### config.mk
export PLATFORM = sky130hd
export DESIGN_NAME = ushift_bus_reg
export DESIGN_NICKNAME = d
export VERILOG_FILES = /design/src/rtl/ushift_bus_pkg.sv /design/src/rtl/ushift_mode_dec.sv /design/src/rtl/ushift_bit_cell.sv /design/src/rtl/ushift_port_ctl.sv /design/src/rtl/ushift_bus_reg.sv
export SDC_FILE = /design/constraint.sdc
export NUM_CORES = 1
export LEC_CHECK = 0
export ABC_CLOCK_PERIOD_IN_PS = 2300
export BUFFER_PORTS_ARGS = -buffer_cell sky130_fd_sc_hd__buf_2
export CORE_AREA = 4 4 41 43
export CTS_CLUSTER_DIAMETER = 60
export DETAILED_ROUTE_END_ITERATION = 10
export DIE_AREA = 0 0 45 47
export PLACE_DENSITY_LB_ADDON = 0.05
export SLEW_MARGIN = 20
export SYNTH_ARGS = -nofsm -noshare
export SYNTH_HDL_FRONTEND = slang
export SYNTH_HIERARCHICAL = 1
export SYNTH_SLANG_ARGS = --single-unit
export TNS_END_PERCENT = 5
### constraint.sdc
create_clock -name clk -period 2.3 [get_ports clk]
set_input_delay 0.23 -clock clk [delete_from_list [all_inputs] [get_ports clk]]
set_output_delay 0.23 -clock clk [all_outputs]
set_load 0.01 [all_outputs]
### src/rtl/ushift_bus_pkg.sv
package ushift_bus_pkg;
   // Encoding is {mode_b, mode_a}
   typedef enum logic [1:0] {
      OP_KEEP = 2'b00,
      OP_UP   = 2'b01,
      OP_DOWN = 2'b10,
      OP_LOAD = 2'b11
   } ushift_op_e;
endpackage

### src/rtl/ushift_mode_dec.sv
module ushift_mode_dec
   import ushift_bus_pkg::*;
(
   input  logic       mode_a,
   input  logic       mode_b,
   output ushift_op_e op,
   output logic       is_load
);
   always_comb begin
      op      = ushift_op_e'({mode_b, mode_a});
      is_load = (op == OP_LOAD);
   end
endmodule

### src/rtl/ushift_bit_cell.sv
module ushift_bit_cell
   import ushift_bus_pkg::*;
(
   input  logic       clk,
   input  logic       rst_n,
   input  ushift_op_e op,
   input  logic       from_lower,
   input  logic       from_upper,
   input  logic       par_in,
   output logic       q
);
   logic nxt;

   always_comb begin
      unique case (op)
         OP_UP:   nxt = from_lower;
         OP_DOWN: nxt = from_upper;
         OP_LOAD: nxt = par_in;
         default: nxt = q;
      endcase
   end

   always_ff @(posedge clk or negedge rst_n) begin
      if (!rst_n) q <= 1'b0;
      else        q <= nxt;
   end
endmodule

### src/rtl/ushift_port_ctl.sv
module ushift_port_ctl (
   input  logic oe0_n,
   input  logic oe1_n,
   input  logic is_load,
   output logic drive
);
   always_comb drive = !oe0_n && !oe1_n && !is_load;
endmodule

### src/rtl/ushift_bus_reg.sv
module ushift_bus_reg
   import ushift_bus_pkg::*;
#(
   parameter int WIDTH = 8
) (
   input  logic             clk,
   input  logic             rst_n,
   input  logic             mode_a,
   input  logic             mode_b,
   input  logic             oe0_n,
   input  logic             oe1_n,
   input  logic             ser_lo_in,
   input  logic             ser_hi_in,
   input  logic [WIDTH-1:0] bus_in,
   output logic [WIDTH-1:0] bus_out,
   output logic             bus_drive,
   output logic             ser_lo_out,
   output logic             ser_hi_out
);
   localparam int CHAIN_W = WIDTH + 2;

   initial begin
      assert (WIDTH >= 2) else $error("WIDTH must be at least 2");
   end

   ushift_op_e         op;
   logic               is_load;
   logic [WIDTH-1:0]   q;
   logic [CHAIN_W-1:0] chain;

   ushift_mode_dec u_dec (
      .mode_a  (mode_a),
      .mode_b  (mode_b),
      .op      (op),
      .is_load (is_load)
   );

   // chain[0] feeds bit 0 from below, chain[WIDTH+1] feeds the top bit
   assign chain = {ser_hi_in, q, ser_lo_in};

   for (genvar i = 0; i < WIDTH; i++) begin : g_cell
      ushift_bit_cell u_cell (
         .clk        (clk),
         .rst_n      (rst_n),
         .op         (op),
         .from_lower (chain[i]),
         .from_upper (chain[i+2]),
         .par_in     (bus_in[i]),
         .q          (q[i])
      );
   end

   ushift_port_ctl u_port (
      .oe0_n   (oe0_n),
      .oe1_n   (oe1_n),
      .is_load (is_load),
      .drive   (bus_drive)
   );

   assign bus_out    = q;
   assign ser_lo_out = q[0];
   assign ser_hi_out = q[WIDTH-1];

   // One clean edge must pass after reset before looking into the past
   logic armed;
   always_ff @(posedge clk or negedge rst_n) begin
      if (!rst_n) armed <= 1'b0;
      else        armed <= 1'b1;
   end

   p_reset_clear_r1: assert property (@(posedge clk)
      !rst_n |-> bus_out == '0);

   p_keep_r2: assert property (@(posedge clk) disable iff (!rst_n)
      (armed && !mode_a && !mode_b) |=> $stable(bus_out));

   p_shift_up_r3: assert property (@(posedge clk) disable iff (!rst_n)
      (armed && mode_a && !mode_b) |=>
         bus_out == {$past(bus_out[WIDTH-2:0]), $past(ser_lo_in)});

   p_shift_down_r4: assert property (@(posedge clk) disable iff (!rst_n)
      (armed && !mode_a && mode_b) |=>
         bus_out == {$past(ser_hi_in), $past(bus_out[WIDTH-1:1])});

   p_load_r5: assert property (@(posedge clk) disable iff (!rst_n)
      (armed && mode_a && mode_b) |=> bus_out == $past(bus_in));

   p_release_on_load_r6: assert property (@(posedge clk) disable iff (!rst_n)
      (mode_a && mode_b) |-> !bus_drive);
endmodule

---- Yosys cells after proc, flatten, opt, wreduce, memory -nomap -nowiden ----
Cells that the tools add are included.
storage, ports and cells
  output and inout port bits .............. 11
  flip-flop bits (word level) ............. 8
  logic and storage cells ................. 25
  input port bits ......................... 16
cells by class
  equality and inequality tests ........... 3
  multiplexer cells ....................... 8
  reductions and logical operators ........ 6
operators with widths
  operator            number
  $pmux 1 s3          8
  $eq 2x2->1 const B  2
  $logic_not 1->1     3
  $reduce_bool 3->1   1
  $eq 2x1->1 const B  1
  $logic_and 1x1->1   2

---- Logic depth before layout (Yosys ltp) ----
  depth in word-level cells ............... 3
  gate-level depth with buffers ........... 2
  gate-level depth less buffers ........... 2

---- Hierarchy ----
The synthesis kept the hierarchy.
by module, submodules not included
  module           cells each  instances  area each (um2)  sequential area each (um2)
  ushift_bit_cell  2           8          47.5             25.0
  ushift_mode_dec  3           1          21.3             0.0
  ushift_bus_reg   2           1          15.0             0.0
  ushift_port_ctl  1           1          10.0             0.0

---- Least setup slack after synthesis ----
No wires, ideal clock.
  kind .................................... input to register
  from .................................... in mode_a
  to ...................................... reg g_cell[0].u_cell.q
  required time ........................... 2161 ps
  slack ................................... 1272 ps
  setup time .............................. 139 ps
  path buffers ............................ 1
  stages .................................. 2
  arrival ................................. 889 ps
  path through ............................ buf_4 -> mux4_2
between the ends
  cells in the longest elaborated chain, start to end .. 2
  elaborated cells between the ends (all ways) .. 5
  classes of those cells .................. eq/ne: 3; mux: 1; reduce/logical: 1
RTL lines
  what                                             RTL line               source
  from (decl)                                      ushift_bus_reg.sv:8    input logic mode_a,
  $eq 2x2->1 or $eq 2x1->1 (tied branches)         ushift_bit_cell.sv:15  unique case (op)
  $pmux 1 s3 or $reduce_bool 3->1 (tied branches)  --
  to (signal assigned)                             ushift_bit_cell.sv:25  else q <= nxt;
  to (decl)                                        ushift_bit_cell.sv:10  output logic q
Parallel ways exist; a longest one is shown, timed or not.
A chain may end at the register's enable or synchronous reset.

---- Final worst setup path ----
  from .................................... in mode_a
  to ...................................... out bus_drive
between the ends
  cells in the longest elaborated chain, start to end .. 3
RTL lines
  what               RTL line               source
  $eq 2x2->1         ushift_mode_dec.sv:11  is_load = (op == OP_LOAD);
  named net is_load  ushift_bus_reg.sv:27   logic is_load;
  $logic_not 1->1    ushift_port_ctl.sv:7   always_comb drive = !oe0_n && !oe1_n && !is_load;
  $logic_and 1x1->1  ushift_port_ctl.sv:7
  to (decl)          ushift_bus_reg.sv:16   output logic bus_drive,
The timed path passes the listed nets, and every way through them passes these cells.

==> impl_metrics.tcl <==
set metrics [dict create \
    netlist_top_cells_area "dfrtp_1, mux4_2, buf_4" \
    finalCritPeriodShare_pct 46.71 \
    numClockSinks 8 \
    reg2reg_from "g_cell[3].u_cell/q" \
    switching_share_pct 28.94 \
    placed_cell_area_um2 545.5 \
    viasPerCell 5.000 \
    grt_pass1_vias 352 \
    grt_setup_unrepaired "false" \
    worstPathRequired_ns 2.07 \
    cp_slowest_stage_delay_ns 0.19 \
    final_hold_viol_count 0 \
    hp-class "in2reg" \
    synth-edff-count 0 \
    grt_pass1_wl_mm 1.518 \
    finalWirelength_um 945 \
    cts_resized 0 \
    place_congestion 0.6759 \
    p_int_uw 313.7 \
    fillers 133 \
    core_um2 1301 \
    top_regs "g_cell.u_cell/q (8)" \
    fin_area_um2 578.1 \
    cts_buffers 3 \
    holdWs_ns 0.2966 \
    ir_drop_uv 268.4 \
    n_antenna_cell 0 \
    netlist_instances 22 \
    synth.top_cells.by_count "dfrtp_1, mux4_2, buf_4, and2_1, nor3_2" \
    startpoint "mode_a" \
    synth_warnings 6 \
    multi_input_area_um2 196.4 \
    cp_max_fo 9 \
    skew_ns 0.002217 \
    crit_type "in2out" \
    postCtsSetupRepairBufs 0 \
    slew-limit-headroom_pct 81.74 \
    grt_start_max_net_pins 10 \
    seq_area_um2 200.2 \
    ys_types 5 \
    reg2reg_slack_ns 1.30 \
    period_needed_ns 1.074 \
    synth.largest_area_cell "dfrtp_1" \
    clk_pin_slew_ns 0.06 \
    drv_slew 0 \
    power.leakage_nw 0.2708 \
    grt_usage_pct 10.34 \
    synthArstFlopShare_pct 100.0 \
    io_pins 27 \
    worst-path-buf-inv 2 \
    drtIter0Drc 0 \
    clk_latency_ns 0.25 \
    nets 66 \
    status "completed" \
    clock-root-buffer "clkbuf_4" \
    path_cells "buf_2 > and2_1 > nor3_2 > buf_2" \
    seqPwrFrac_pct 45.9 \
    antenna_found_initial 0 \
    fmax_mhz 930.9 \
    rows 13 \
    synth-seq-cells 8 \
    cp.arrival_ns 0.84 \
    place_ws_ns 1.109 \
    ys_seq_area_share_pct 46.92 \
    clk_path_buf_depth 2 \
    crit_top_cell "buf_2" \
    crit_family "buffers and inverters" \
    worst_slack_ns 1.226 \
    clock_power_share_pct 23.9 \
    die_w_um 45 \
    io_buffer_count 26 \
    hp-start "bus_in[0]" \
    synth_top_area_share_pct 46.92 \
    die_h_um 47 \
    setup_viol_count_final 0 \
    endpoint_kind "output pin" \
    overflow 0 \
    cpMaxStageDelayCell "buf_2" \
    setup-tns-final_ns 0 \
    p_switching_uw 127.7 \
    area_delta_synth_final_pct 35.48 \
    p_comb_share_pct 30.2 \
    synthFlopType "dfrtp_1" \
    syn-cell-area_um2 426.7 \
    antenna_left 0 \
    drtPass1Iterations 1 \
    syn_avg_cell_area_um2 19.39 \
    utilization_pct 44.42 \
    start_kind "primary input" \
    num_vias 315 \
    tritoncts "done" \
    initial_core_util_pct 32.79 \
    synth.net_count 38 \
    regMostFlops "g_cell.u_cell/q" \
    largest_reg_flops 8 \
    layout-drive-gt1-share_pct 79.17 \
    dieArea_um2 2115 \
    power_density_nw_per_um2 763.6 \
    tightest_slew_ns 0.2740 \
    maxCapViolCount 0 \
    drc_errors 0 \
    htreeDepth 1 \
    wl_per_cell_um 15.00 \
]
[metal layers]
metal	track usage (%)	share of wire (%)
met5	0	0
met4	3.509	0
met3	3.448	10
met2	17.23	50
met1	12.62	39
[final timing paths]
check / endpoint / cells after the start
max: bus_drive / 4
max in group asynchronous: g_cell[4].u_cell/q / 2
min: g_cell[0].u_cell/q / 2
min reg2reg: g_cell[6].u_cell/q / 1
min in group asynchronous: g_cell[1].u_cell/q / 2
max reg2reg: g_cell[3].u_cell/q / 1
[power groups by stage]
stage	logic [mW]	clock network, mW	registers (mW)
after global placement	0.134	0	0.202
after detailed placement	0.136	0	0.205
after floorplan	0.0733	0	0.212
final	0.133	0.105	0.202
after global routing	0.144	0.116	0.210
after CTS	0.137	0.111	0.203
[cell families after synthesis]
| group | count (synthesis) | share of synthesized area [%] |
|---|---|---|
| buffers and inverters | 4 | 7.038 |
| flip-flops | 8 | 46.92 |
| multiplexers | 8 | 42.23 |
| AND/OR/NAND/NOR | 2 | 3.813 |
[metrics by stage]
stage | power (mW) | std cells
4_1_cts | 0.4505 | 63
5_1_grt | 0.4707 | 63
6_report | 0.4414 | 63
2_1_floorplan | 0.2849 | 22
3_5_place_dp | 0.3404 | 59
3_3_place_gp | 0.3360 | 59
[cells in the final DEF, fill, tap and decap left out]
master         instances
nor3_2                 1
clkbuf_4               3
and2_1                 1
dfrtp_1                8
dlygate4sd3_1          1
mux4_2                 8
buf_2                 26
[cell type report]
cell class | count | area share (%)
clock buffers | 3 | 3.896
well taps | 15 | 3.247
flip-flops and latches | 8 | 34.63
multi-input cells | 10 | 33.98
repair buffers | 27 | 24.24
[what timing repair did]
action / 4_1_cts / 5_1_grt
hold endpoints to repair: 8 / 0
hold buffers: 1 / 0
endpoints found under the setup margin: 0 / 0
Note: power is estimated with default switching activity, not from simulation.
